File: src/rtl/cst_pkg.sv
`timescale 1ns/1ps
package cst_pkg;
  typedef enum logic [1:0] {
    MODE_PLAIN = 2'b00,
    MODE_LSB8  = 2'b01,
    MODE_MULAW = 2'b10,
    MODE_ALAW  = 2'b11
  } txMode_e;

  // strobes from the sequencer to the datapath
  typedef struct packed {
    logic accept;   // capture host word into holding register
    logic loadNew;  // format holding register into shifter
    logic loadOld;  // replay previous formatted word
    logic shift;    // advance one bit
  } txStrobe_t;
endpackage

File: src/rtl/cst_encoder.sv
`timescale 1ns/1ps
// Logarithmic 8-bit encoder; IS_ALAW selects the law and the sample width.
module cst_encoder #(
  parameter bit IS_ALAW = 1'b0,
  localparam int LIN_W = IS_ALAW ? 13 : 14
) (
  input  logic [LIN_W-1:0] lin,
  output logic [7:0]       code
);
  generate
    if (IS_ALAW) begin : g_alaw
      logic [11:0] aMag;
      logic [2:0]  aSeg;
      logic [11:0] aShift;
      always_comb begin
        // negative: -x-1 equals the bitwise inverse
        aMag = lin[LIN_W-1] ? ~lin[11:0] : lin[11:0];
        aSeg = '0;
        for (int b = 5; b <= 11; b++) begin
          if (aMag[b]) aSeg = 3'(b - 4);
        end
        aShift = aMag >> ((aSeg <= 3'd1) ? 3'd1 : aSeg);
        code = {~lin[LIN_W-1], aSeg, aShift[3:0]} ^ 8'h55;
      end
    end else begin : g_mulaw
      logic [14:0] muMag;
      logic [14:0] muBias;
      logic [12:0] muPcm;
      logic [2:0]  muSeg;
      logic [12:0] muShift;
      always_comb begin
        muMag  = lin[LIN_W-1] ? (15'd0 - {lin[LIN_W-1], lin}) : {1'b0, lin};
        muBias = muMag + 15'd33;
        muPcm  = (muBias > 15'd8191) ? 13'h1FFF : muBias[12:0];
        muSeg  = '0;
        for (int b = 6; b <= 12; b++) begin
          if (muPcm[b]) muSeg = 3'(b - 5);
        end
        muShift = muPcm >> ({1'b0, muSeg} + 4'd1);
        code = ~{lin[LIN_W-1], muSeg, muShift[3:0]};
      end
    end
  endgenerate
endmodule

File: src/rtl/cst_control.sv
`timescale 1ns/1ps
// Configuration, handshake and bit sequencing.
module cst_control
  import cst_pkg::*;
#(
  parameter int MAX_LEN = 32,
  parameter int MIN_LEN = 8,
  parameter int COMP_W  = 8,
  localparam int LEN_W  = $clog2(MAX_LEN + 1)
) (
  input  logic             clk,
  input  logic             rstN,
  input  logic             cfgWe,
  input  logic [1:0]       cfgMode,
  input  logic [LEN_W-1:0] cfgLen,
  input  logic             hostValid,
  output logic             hostReady,
  input  logic             bitClkEn,
  input  logic             fsync,
  output txStrobe_t        strb,
  output txMode_e          modeQ,
  output logic [LEN_W-1:0] effLen,
  output logic             wordActive,
  output logic             underrun
);
  logic [LEN_W-1:0] lenQ;
  logic [LEN_W-1:0] lenClamped;
  logic [LEN_W-1:0] bitsLeft;
  logic             holdFull;
  logic             wordStart;

  always_comb begin
    if (cfgLen < LEN_W'(MIN_LEN))      lenClamped = LEN_W'(MIN_LEN);
    else if (cfgLen > LEN_W'(MAX_LEN)) lenClamped = LEN_W'(MAX_LEN);
    else                               lenClamped = cfgLen;
  end

  always_ff @(posedge clk) begin
    if (!rstN) begin
      modeQ <= MODE_PLAIN;
      lenQ  <= LEN_W'(MIN_LEN);
    end else if (cfgWe) begin
      modeQ <= txMode_e'(cfgMode);
      lenQ  <= lenClamped;
    end
  end

  // companding and LSB-first byte modes override the programmed length
  assign effLen = (modeQ == MODE_PLAIN) ? lenQ : LEN_W'(COMP_W);

  assign wordStart    = fsync & bitClkEn;
  assign wordActive   = (bitsLeft != '0);
  assign hostReady    = ~holdFull;
  assign strb.accept  = hostValid & ~holdFull;
  assign strb.loadNew = wordStart & holdFull;
  assign strb.loadOld = wordStart & ~holdFull;
  assign strb.shift   = bitClkEn & ~fsync & wordActive;

  always_ff @(posedge clk) begin
    if (!rstN) begin
      holdFull <= 1'b0;
      bitsLeft <= '0;
      underrun <= 1'b0;
    end else begin
      if (strb.loadNew)     holdFull <= 1'b0;
      else if (strb.accept) holdFull <= 1'b1;

      if (wordStart)       bitsLeft <= effLen;
      else if (strb.shift) bitsLeft <= bitsLeft - 1'b1;

      underrun <= strb.loadOld;
    end
  end
endmodule

File: src/rtl/cst_datapath.sv
`timescale 1ns/1ps
// Holding register, formatter with compression, shift register.
module cst_datapath
  import cst_pkg::*;
#(
  parameter int MAX_LEN = 32,
  parameter int COMP_W  = 8,
  localparam int LEN_W  = $clog2(MAX_LEN + 1)
) (
  input  logic               clk,
  input  logic               rstN,
  input  logic [MAX_LEN-1:0] hostData,
  input  txStrobe_t          strb,
  input  txMode_e            modeQ,
  input  logic [LEN_W-1:0]   effLen,
  output logic               serBit
);
  logic [MAX_LEN-1:0] holdReg;
  logic [MAX_LEN-1:0] shReg;
  logic [MAX_LEN-1:0] lastWord;
  logic [MAX_LEN-1:0] fmtWord;
  logic [COMP_W-1:0]  revByte;
  logic [7:0]         lawCode [2];

  // index 0: mu-law on bits 15:2, index 1: A-law on bits 15:3
  generate
    for (genvar g = 0; g < 2; g++) begin : g_law
      localparam int LW = (g == 1) ? 13 : 14;
      cst_encoder #(.IS_ALAW(g == 1)) enc_i (
        .lin  (holdReg[15 -: LW]),
        .code (lawCode[g])
      );
    end
  endgenerate

  always_comb begin
    for (int i = 0; i < COMP_W; i++) revByte[i] = holdReg[COMP_W-1-i];
  end

  always_comb begin
    unique case (modeQ)
      MODE_PLAIN: fmtWord = holdReg << (LEN_W'(MAX_LEN) - effLen);
      MODE_LSB8:  fmtWord = {revByte, {(MAX_LEN-COMP_W){1'b0}}};
      MODE_MULAW: fmtWord = {lawCode[0], {(MAX_LEN-8){1'b0}}};
      default:    fmtWord = {lawCode[1], {(MAX_LEN-8){1'b0}}};
    endcase
  end

  always_ff @(posedge clk) begin
    if (!rstN) begin
      holdReg  <= '0;
      shReg    <= '0;
      lastWord <= '0;
    end else begin
      if (strb.accept) holdReg <= hostData;
      if (strb.loadNew) begin
        shReg    <= fmtWord;
        lastWord <= fmtWord;
      end else if (strb.loadOld) begin
        shReg <= lastWord;
      end else if (strb.shift) begin
        shReg <= shReg << 1;
      end
    end
  end

  assign serBit = shReg[MAX_LEN-1];
endmodule

File: src/rtl/compand_serial_tx.sv
`timescale 1ns/1ps
module compand_serial_tx
  import cst_pkg::*;
#(
  parameter int MAX_LEN = 32,
  parameter int MIN_LEN = 8,
  parameter int COMP_W  = 8,
  localparam int LEN_W  = $clog2(MAX_LEN + 1)
) (
  input  logic               clk,
  input  logic               rstN,
  input  logic               cfgWe,
  input  logic [1:0]         cfgMode,
  input  logic [LEN_W-1:0]   cfgLen,
  input  logic               hostValid,
  input  logic [MAX_LEN-1:0] hostData,
  output logic               hostReady,
  input  logic               bitClkEn,
  input  logic               fsync,
  output logic               serOut,
  output logic               underrun
);
  txStrobe_t        strb;
  txMode_e          modeQ;
  logic [LEN_W-1:0] effLen;
  logic             wordActive;
  logic             serBit;

  cst_control #(.MAX_LEN(MAX_LEN), .MIN_LEN(MIN_LEN), .COMP_W(COMP_W)) ctl_i (
    .clk(clk), .rstN(rstN), .cfgWe(cfgWe), .cfgMode(cfgMode), .cfgLen(cfgLen),
    .hostValid(hostValid), .hostReady(hostReady), .bitClkEn(bitClkEn),
    .fsync(fsync), .strb(strb), .modeQ(modeQ), .effLen(effLen),
    .wordActive(wordActive), .underrun(underrun)
  );

  cst_datapath #(.MAX_LEN(MAX_LEN), .COMP_W(COMP_W)) dp_i (
    .clk(clk), .rstN(rstN), .hostData(hostData), .strb(strb),
    .modeQ(modeQ), .effLen(effLen), .serBit(serBit)
  );

  assign serOut = wordActive & serBit;
endmodule

File: config.mk
export PLATFORM = sky130hd
export DESIGN_NAME = compand_serial_tx
export DESIGN_NICKNAME = d
export VERILOG_FILES = /design/src/rtl/cst_pkg.sv /design/src/rtl/cst_encoder.sv /design/src/rtl/cst_control.sv /design/src/rtl/cst_datapath.sv /design/src/rtl/compand_serial_tx.sv
export SDC_FILE = /design/constraint.sdc
export NUM_CORES = 1
export LEC_CHECK = 0
export ABC_AREA = 1
export ABC_CLOCK_PERIOD_IN_PS = 3750
export BUFFER_PORTS_ARGS = -buffer_cell sky130_fd_sc_hd__buf_2
export CORE_ASPECT_RATIO = 1.4
export CORE_UTILIZATION = 33
export DETAILED_ROUTE_END_ITERATION = 6
export PLACE_DENSITY_LB_ADDON = 0.3
export REMOVE_ABC_BUFFERS = 1
export SYNTH_ARGS = -nofsm -noshare
export SYNTH_HDL_FRONTEND = slang
export SYNTH_SLANG_ARGS = --single-unit
File: constraint.sdc
create_clock -name clk -period 3.75 [get_ports clk]
set_input_delay 0 -clock clk [delete_from_list [all_inputs] [get_ports clk]]
set_output_delay 0 -clock clk [all_outputs]
set_load 0.05 [all_outputs]
==> results of run 1 <==
[worst reg2reg max path, delay by kind of cell, from the launching register on]
family	cells	cell delay [ps]
DFF	1	360
and+or+nand+nor	19	1980
buffers and inverters	3	210
AOI/OAI and AO/OA	1	60
adders and majority gates	2	600
[power groups by stage]
stage | clock network [mW] | logic [mW] | registers [mW]
CTS | 0.952 | 1.24 | 1.36
floorplan | 0 | 0.854 | 1.37
finish | 0.933 | 1.26 | 1.36
detailed placement | 0 | 1.20 | 1.38
global placement | 0 | 1.20 | 1.38
global route | 0.998 | 1.42 | 1.37
[cell families (layout without fill, tap and decap cells)]
kind of cell	Yosys count	after routing	share of synthesized area (%)
compound gates	365	365	27.4
xor+xnor	12	12	1.57
fa+ha+maj	7	7	1.14
buf+inv	194	265	10.5
flops	112	112	29.3
mux	5	5	0.654
simple gates	535	535	29.5
[worst max path at each step]
| stage | to | startpoint |
|---|---|---|
| global route | dp_i.lastWord[27] | dp_i.holdReg[3] |
| finish | dp_i.lastWord[26] | dp_i.holdReg[3] |
| floorplan | dp_i.shReg[30] | ctl_i.modeQ[1] |
| detailed placement | dp_i.lastWord[26] | dp_i.holdReg[2] |
| CTS | dp_i.lastWord[26] | dp_i.holdReg[2] |
| global placement | dp_i.lastWord[26] | dp_i.holdReg[2] |
[layout by cell type, fill, tap and decap left out, types with 3 or more instances in the layout]
cell type / netlist / routed
buf_4: 1 / 29
clkbuf_16: 0 / 9
o211ai_1: 26 / 26
o21ai_0: 187 / 186
mux2i_1: 5 / 5
dfxtp_1: 112 / 110
xnor2_1: 6 / 6
nor2_1: 77 / 76
a41oi_1: 16 / 16
o21ai_1: 10 / 11
nor2_4: 4 / 5
a22oi_1: 3 / 3
buf_2: 4 / 48
inv_1: 102 / 102
nand2_1: 364 / 363
o2111ai_1: 3 / 3
xor2_1: 4 / 3
a21oi_1: 78 / 78
nor3_1: 6 / 6
nand3_2: 8 / 8
nand2_2: 9 / 10
dlygate4sd3_1: 0 / 46
a211oi_1: 6 / 6
nand3_1: 42 / 42
nor2_2: 11 / 11
inv_2: 18 / 18
ha_1: 7 / 7
a31oi_1: 3 / 3
nand4_1: 4 / 4
a221oi_1: 17 / 17
o22ai_1: 6 / 6
clkinv_1: 5 / 5
[timing repair]
item                                    4_1_cts  5_1_grt
endpoints found under the setup margin        0       11
endpoints found under the hold margin        41        0
hold buffers                                 46        0
resized for setup                             0        8
setup buffers                                 0        1
[flip-flops by register name, indices dropped and copies added, names as in the netlist]
name	flops
ctl_i.lenQ	6
dp_i.shReg	32
ctl_i.bitsLeft	6
dp_i.lastWord	32
ctl_i.underrun	1
ctl_i.modeQ	2
ctl_i.holdFull	1
dp_i.holdReg	32
[Yosys cell counts, types with 6 or more instances]
| library cell | number | share of area, % |
|---|---|---|
| a41oi_1 | 16 | 1.8 |
| dfxtp_1 | 112 | 29 |
| nand2_1 | 364 | 18 |
| ha_1 | 7 | 1.1 |
| nor2_1 | 77 | 3.8 |
| a21oi_1 | 78 | 5.1 |
| o21ai_0 | 187 | 12 |
| nand2_2 | 9 | 0.74 |
| nand3_1 | 42 | 2.7 |
| nor2_2 | 11 | 0.90 |
| a211oi_1 | 6 | 0.59 |
| inv_2 | 18 | 0.88 |
| xnor2_1 | 6 | 0.69 |
| nand3_2 | 8 | 1.0 |
| o22ai_1 | 6 | 0.49 |
| inv_1 | 102 | 5.0 |
| o21ai_1 | 10 | 0.65 |
| clkbuf_1 | 53 | 2.6 |
| a221oi_1 | 17 | 1.9 |
| buf_6 | 7 | 1.0 |
| nor3_1 | 6 | 0.39 |
| o211ai_1 | 26 | 2.5 |
[per-stage QoR]
stage / total power, mW / setup TNS (ps)
2_1_floorplan: 2.23 / -5320
6_report: 3.55 / 0
3_3_place_gp: 2.58 / 0
5_1_grt: 3.79 / 0
3_5_place_dp: 2.58 / 0
4_1_cts: 3.55 / 0
[final cells by class]
| cell class | count | area (um2) |
|---|---|---|
| timing repair buffer | 124 | 938 |
| fill | 2441 | 13700 |
| sequential | 112 | 2250 |
| clock buffer | 10 | 229 |
| inverter | 126 | 475 |
| clock inverter | 5 | 41.3 |
| tap | 301 | 377 |
| multi-input combinational | 924 | 4650 |
[metal layers]
| layer | vias to the layer above | wire length, um | part of all wire [%] | track usage (%) |
|---|---|---|---|---|
| met5 | - | 0 | 0 | 0 |
| met4 | 0 | 838 | 3.6 | 9.33 |
| met3 | 41 | 577 | 2.5 | 1.73 |
| met2 | 166 | 11600 | 50 | 35.0 |
| met1 | 3813 | 10300 | 44 | 24.6 |
| li1 | 4234 | - | - | - |
==> results_dict.tcl, run 1 <==
set metrics [dict create \
    slew_viol_final 0 \
    worstSetupStartpointType "flop" \
    holdPathStages 4 \
    nNetsFinal 1350 \
    synth_area_um2 7660 \
    cts.sink_count 112 \
    end_kind "flop" \
    clockBufferDepth 2 \
    grt_pass1_wl_um 38000 \
    leakage_nw 3.65 \
    routed_wl_um 23300 \
    r2r_cells 25 \
    drive_above_1_share_pct 12.1 \
    start_util_pct 33.7 \
    place_area_um2 8180 \
    ff2ff_setup_slack_ps 430 \
    hold_end "ctl_i.bitsLeft[3]" \
    drt-initial-drc-count 613 \
    worstPathRequired_ps 3990 \
    fmax_ghz 0.301 \
    max_slew_margin_pct 21.9 \
    rsz0062_at_grt "no" \
    worstReg2RegEnd "dp_i.lastWord[26]" \
    boundaryPins 49 \
    dp_slack_ps 240 \
    hold_ws_ps 76.2 \
    fp.coreArea_um2 22700 \
    hold_start "bitClkEn" \
    clock-root-buffer "clkbuf_16" \
    peakVddDrop_mv 0.202 \
    setup_ws_ps 426 \
    die_h_um 182 \
    power_density_nw_per_um2 397 \
    vias 8254 \
    numCtsBuffers 9 \
    synth_cell_types 50 \
    min_period_over_period_pct 88.6 \
    area_growth_syn_to_layout_pct 16.9 \
    gr-total-overflow 0 \
    path_delay_family "simple AND/OR/NAND/NOR gates" \
    cp_num_cells 25 \
    outcome "finished, final reports clean" \
    fin_util_pct 39.5 \
    grt_max_degree 65 \
    grt_use_total_pct 20.1 \
    ant_nets 0 \
    grt_pass1_vias 7751 \
    synth-seq-cells 112 \
    clock_skew_ps 7.80 \
    max-cap-violations 0 \
    cp_common_cell "nand2_1" \
    avgSynthCellArea_um2 6.22 \
    rows 65 \
    synth_seq_area_share_pct 29.3 \
    power.internal_mw 2.18 \
    switchingPower_mw 1.37 \
    clk_latency_ps 360 \
    place_inst 1540 \
    cts_tree "built" \
    dieArea_um2 23800 \
    clkPwrFrac_pct 26.3 \
    antenna_found_initial 0 \
    fin_area_um2 8950 \
    portBuffers 48 \
    yosysWarnings 0 \
    r2r_start "dp_i.holdReg[3]" \
    critical_path_buf_inv_count 3 \
    sw_frac_of_total_pct 38.6 \
    cts.clk_slew.worst_paths_ps 80 \
    arrival_ps 3560 \
    antenna_cells 0 \
    crit_slowest_cell "dfxtp_2" \
    drtPass1Iterations 5 \
    timing.hold.worst.class "in2reg" \
    drt-wirelength-per-cell_um 14.5 \
    hold_viol_final 0 \
    synth-main-ff-cell "dfxtp_1" \
    cp_slowest_stage_delay_ps 360 \
    drc 0 \
    worstMarginPinSlew_ps 1160 \
    async_reset_ff_share_pct 0 \
    pwr-share-comb_pct 35.5 \
    seq_power_share_pct 38.2 \
    min_period_ps 3320 \
    synth_edf_count 0 \
    finalSetupViolCount 0 \
    vias_per_cell 5.15 \
    place_congestion 0.911 \
    final_cells 1602 \
    path_class "reg2reg" \
    chipWidth_um 131 \
    netlist_instances 1230 \
    critPathMaxFanout 8 \
    h-tree-depth 3 \
    dp_hpwl_um 17200 \
]
(Power assumes the default switching activity.)
==> run 2, diff against run 1 <==
--- a/config.mk
+++ b/config.mk
@@ -7,8 +7,9 @@
 export LEC_CHECK = 0
 export ABC_AREA = 1
 export ABC_CLOCK_PERIOD_IN_PS = 3750
-export BUFFER_PORTS_ARGS = -buffer_cell sky130_fd_sc_hd__buf_2
+export BUFFER_PORTS_ARGS = -buffer_cell sky130_fd_sc_hd__buf_4
 export CORE_ASPECT_RATIO = 1.4
+export CORE_MARGIN = 2
 export CORE_UTILIZATION = 33
 export DETAILED_ROUTE_END_ITERATION = 6
 export PLACE_DENSITY_LB_ADDON = 0.3
==> run 2 against run 1 <==
Net effect: first-iteration DRC count down 18%; setup slack got worse by 56 ps; critical path depth grew 2; die area rose by 2.6%; clock power grew 5.7%; flip-flop and latch count did not move; power rose by 1.6%; sequential power about the same; non-clock buffer count down 3; worst hold slack better by 12 ps; largest power group unchanged.
==> results_dict.tcl, run 2 (same netlist as run 1, synthesis figures left out) <==
set metrics [dict create \
    chipWidth_um 133 \
    cts.sink_count 112 \
    vias 8190 \
    slew_viol_final 0 \
    min_period_over_period_pct 90.1 \
    clock-root-buffer "clkbuf_16" \
    cts.clk_slew.worst_paths_ps 80 \
    worstSetupStartpointType "flop" \
    end_kind "flop" \
    cts_tree "built" \
    path_class "reg2reg" \
    antenna_cells 0 \
    grt_max_degree 75 \
    max-cap-violations 0 \
    h-tree-depth 3 \
    drt-wirelength-per-cell_um 14.5 \
    fmax_ghz 0.296 \
    area_growth_syn_to_layout_pct 18.6 \
    place_congestion 0.959 \
    boundaryPins 49 \
    die_h_um 184 \
    dieArea_um2 24500 \
    portBuffers 48 \
    drive_above_1_share_pct 12.2 \
    dp_slack_ps 222 \
    vias_per_cell 5.12 \
    outcome "finished, final reports clean" \
    critPathMaxFanout 5 \
    rows 65 \
    finalSetupViolCount 0 \
    clock_skew_ps 10.3 \
    fp.coreArea_um2 22700 \
    drc 0 \
    rsz0062_at_grt "no" \
    antenna_found_initial 0 \
    ant_nets 0 \
    worstPathRequired_ps 3990 \
    critical_path_buf_inv_count 4 \
    hold_viol_final 0 \
    max_slew_margin_pct 26.8 \
    setup_tns_ps 0 \
    top_layer "met4" \
    largestRegisters "dp_i.holdReg (32), dp_i.lastWord (32), dp_i.shReg (32)" \
    nNetsFinal 1348 \
    numCtsBuffers 9 \
    routed_wl_um 23300 \
    grt_pass1_vias 7745 \
    peakVddDrop_mv 0.220 \
    final_cell_mix "nand2_1 (364), o21ai_0 (186), dfxtp_1 (109), inv_1 (102), a21oi_1 (77)" \
    drt-initial-drc-count 500 \
    path_delay_family "simple AND/OR/NAND/NOR gates" \
    gr-total-overflow 0 \
    crit_slowest_cell "dfxtp_2" \
    clk_latency_ps 360 \
    start_util_pct 33.7 \
    leakage_nw 3.69 \
    dp_hpwl_um 17100 \
    grt_use_total_pct 19.0 \
    m1WireLength_um 9960 \
    final_common_cell "nand2_1" \
    timing.hold.worst.class "in2reg" \
    ff2ff_setup_slack_ps 370 \
    drtPass1Iterations 5 \
    worstMarginPinSlew_ps 1090 \
    clockBufferDepth 2 \
    cp_slowest_stage_delay_ps 360 \
    regArea_um2 2250 \
    arrival_ps 3620 \
    min_period_ps 3380 \
    wl_met3_um 855 \
    n_fill_cell 2449 \
    setup_ws_ps 370 \
    cp_common_cell "nand2_1" \
    wl_met2_um 11400 \
    multi_input_area_um2 4650 \
    power_density_nw_per_um2 398 \
    grt_pass1_wl_um 38100 \
]
[run 2: repair_timing]
action | 4_1_cts | 5_1_grt
buffers inserted | 0 | 0
hold buffers | 46 | 0
endpoints found under the setup margin | 0 | 8
gates resized for setup | 0 | 7
endpoints found under the hold margin | 41 | 0
[run 2: worst min-delay path, delay by kind of cell]
family | cells | cell delay (ps)
compound gates | 2 | 240
buf+inv | 1 | 80
simple gates | 1 | 80
[run 2: layer usage]
metal,track usage [%],up-vias
met2,33.0,199
met1,23.1,3705
met4,9.55,0
li1,-,4231
met3,2.39,55
met5,0,-
[run 2: final cells by class]
cell class,instances,share of cell area [%]
clock buffer,12,2.94
clock inverter,4,0.358
multi-input combinational,925,51.2
tap,301,4.15
sequential,112,24.7
inverter,126,5.24
timing repair buffer,121,11.4
[run 2: report_power, final]
group / internal (mW) / leakage, nW / switching (mW) / total (mW)
clock network: 0.512 / 0.142 / 0.475 / 0.986
registers: 1.29 / 0.921 / 0.0731 / 1.36
logic: 0.450 / 2.62 / 0.812 / 1.26
[run 2: final timing paths]
check	from	endpoint	cells past startpoint
min	bitClkEn	ctl_i.bitsLeft[3]	4
min reg2reg	dp_i.lastWord[26]	dp_i.lastWord[26]	2
max	dp_i.holdReg[3]	dp_i.lastWord[27]	27
max reg2reg	dp_i.holdReg[3]	dp_i.lastWord[27]	27
[run 2: stage by stage]
step	instance area [um2]	hold slack, ps	util (%)	std cells	total power, mW
detailed placement	8280	225	36.5	1538	2.59
global placement	8280	214	36.5	1538	2.59
floorplan	7330	89.4	-	1162	2.23
CTS	9040	85.3	39.9	1600	3.61
finish	9080	87.8	40.0	1601	3.61
global route	9080	119	40.0	1601	3.86
==> run 3, diff against run 2 <==
--- a/config.mk
+++ b/config.mk
@@ -6,7 +6,7 @@
 export NUM_CORES = 1
 export LEC_CHECK = 0
 export ABC_AREA = 1
-export ABC_CLOCK_PERIOD_IN_PS = 3750
+export ABC_CLOCK_PERIOD_IN_PS = 3000
 export BUFFER_PORTS_ARGS = -buffer_cell sky130_fd_sc_hd__buf_4
 export CORE_ASPECT_RATIO = 1.4
 export CORE_MARGIN = 2
==> constraint.sdc (replaced) <==
create_clock -name clk -period 3 [get_ports clk]
set_input_delay 0 -clock clk [delete_from_list [all_inputs] [get_ports clk]]
set_output_delay 0 -clock clk [all_outputs]
set_load 0.05 [all_outputs]
==> run 3 against run 2 <==
Net effect: the flow now finishes with violations (DRC); flip-flop and latch count stayed put; combinational power is 50% higher; cell count rose by 5.0%; clock skew is 1.7 ps higher; critical path type unchanged.
==> results_dict.tcl, run 3 (same netlist as run 1, synthesis figures left out) <==
set metrics [dict create \
    outcome "finished with violations" \
    violations "DRC" \
    cts.clk_slew.worst_paths_ps 70 \
    area_growth_syn_to_layout_pct 30.2 \
    start_util_pct 33.7 \
    drt-initial-drc-count 433 \
    slew_viol_final 0 \
    final_common_cell "nand2_1" \
    min_period_over_period_pct 98.9 \
    cp_common_cell "nand2_2" \
    multi_input_area_um2 4860 \
    antenna_cells 0 \
    clock_skew_ps 12.1 \
    fin_util_pct 43.9 \
    min_period_ps 2970 \
    regArea_um2 2250 \
    clk_latency_ps 370 \
    cts.sink_count 112 \
    r2r_cells 26 \
    worstSetupStartpointType "flop" \
    vias 8474 \
    arrival_ps 3220 \
    dp_hpwl_um 17900 \
    rsz0062_at_grt "yes" \
    largestRegisters "dp_i.holdReg (32), dp_i.lastWord (32), dp_i.shReg (32)" \
    chipWidth_um 133 \
    critPathMaxFanout 8 \
    path_class "reg2reg" \
    grt_use_total_pct 19.4 \
    end_kind "flop" \
    ant_nets 0 \
    dieArea_um2 24500 \
    max-cap-violations 0 \
    n_fill_cell 2377 \
    vias_per_cell 5.04 \
    max_slew_margin_pct 37.5 \
    drive_above_1_share_pct 19.9 \
    peakVddDrop_mv 0.290 \
    drc 1 \
    worstSetupEndpoint "dp_i.lastWord[26]" \
    timing.hold.worst.class "in2reg" \
    grt_pass1_vias 7774 \
    leakage_nw 4.13 \
    die_h_um 184 \
    rows 65 \
    crit_slowest_cell "dfxtp_2" \
    worstMarginPinSlew_ps 936 \
    boundaryPins 49 \
    h-tree-depth 3 \
    clockBufferDepth 2 \
    clock-root-buffer "clkbuf_16" \
    drt-wirelength-per-cell_um 14.4 \
    fmax_ghz 0.337 \
    cp_slowest_stage_delay_ps 340 \
    grt_max_degree 65 \
    portBuffers 48 \
    r2r_start "dp_i.holdReg[2]" \
    total_power_mw 4.92 \
    cts_tree "built" \
    routed_wl_um 24200 \
    nNetsFinal 1428 \
    gr-total-overflow 0 \
    final_cell_mix "nand2_1 (349), o21ai_0 (177), buf_4 (151), dfxtp_1 (108), inv_1 (98)" \
    startpoint "dp_i.holdReg[2]" \
    antenna_found_initial 0 \
    fp.coreArea_um2 22700 \
    worstPathRequired_ps 3260 \
    place_congestion 0.917 \
    grt_pass1_wl_um 38700 \
    numCtsBuffers 9 \
    power_density_nw_per_um2 493 \
    worstReg2RegEnd "dp_i.lastWord[26]" \
    ff2ff_setup_slack_ps 30 \
    hold_viol_final 0 \
    finalSetupViolCount 0 \
    drtPass1Iterations 7 \
]
[run 3: changes by cell type in the layout (fill, tap and decap cells not counted), moves of 5 or more]
cell and delta:
nand2_2 +12, nand3_4 +5, buf_4 +77, o21ai_0 -9, nand2_1 -15, o21ai_1 +6, nor2_4 +7
[run 3: worst max-delay path: cells and delay by family, from the launching register on]
kind	cells	cell delay, ps
AO/OA/AOI/OAI	2	380
adder cells (fa/ha/maj)	2	410
buffers and inverters	4	240
flip-flops	1	340
AND/OR/NAND/NOR	18	1500
[run 3: stage by stage]
step	cells	area (um2)	TNS [ps]	setup WS, ps	hold WS [ps]
floorplan	1162	7330	-50860	-1170	89.4
CTS	1674	9740	0	4.35	6.15
global placement	1609	8840	-476	-71.0	211
finish	1681	9970	0	33.2	28.2
detailed placement	1609	8840	-647	-85.6	215
global route	1681	9970	-1830	-206	43.8
[run 3: layer usage]
| metal | track usage (%) | wire length (um) | vias to the layer above |
|---|---|---|---|
| li1 | - | - | 4398 |
| met1 | 23.1 | 10300 | 3862 |
| met2 | 35.8 | 12500 | 176 |
| met3 | 1.60 | 692 | 38 |
| met4 | 8.09 | 713 | 0 |
| met5 | 0 | 0 | - |
[run 3: what timing repair did]
action                                  in CTS  in global routing
pin swaps                                   12                 32
hold buffers                                46                  0
buffers inserted                             3                  6
gates cloned                                 0                  1
hold endpoints to repair                    40                  0
endpoints found under the setup margin      12                 18
gates resized for setup                     20                 53
[run 3: cell type report]
class / count / share of cell area, %
inverters: 126 / 4.77
well taps: 301 / 3.78
multi-input cells: 924 / 48.7
flip-flops and latches: 112 / 22.6
clock buffers: 10 / 2.40
clock inverters: 6 / 0.854
repair buffers: 202 / 16.9
[run 3: where the power goes]
part           total (mW)  internal, mW  leakage [nW]  switching (mW)
Sequential           1.69          1.61         0.921          0.0861
Combinational        1.89         0.766          3.05            1.12
Clock                1.33         0.694         0.156           0.637
[run 3: how the worst min path moves through the flow]
stage	start	to	slack (ps)	cells after the start
floorplan	cfgWe	ctl_i.lenQ[5]	90	1
global placement	cfgWe	ctl_i.lenQ[5]	210	2
detailed placement	cfgWe	ctl_i.lenQ[5]	210	2
CTS	hostData[1]	dp_i.holdReg[1]	6	3
global route	hostData[1]	dp_i.holdReg[1]	40	3
finish	hostData[1]	dp_i.holdReg[1]	30	3
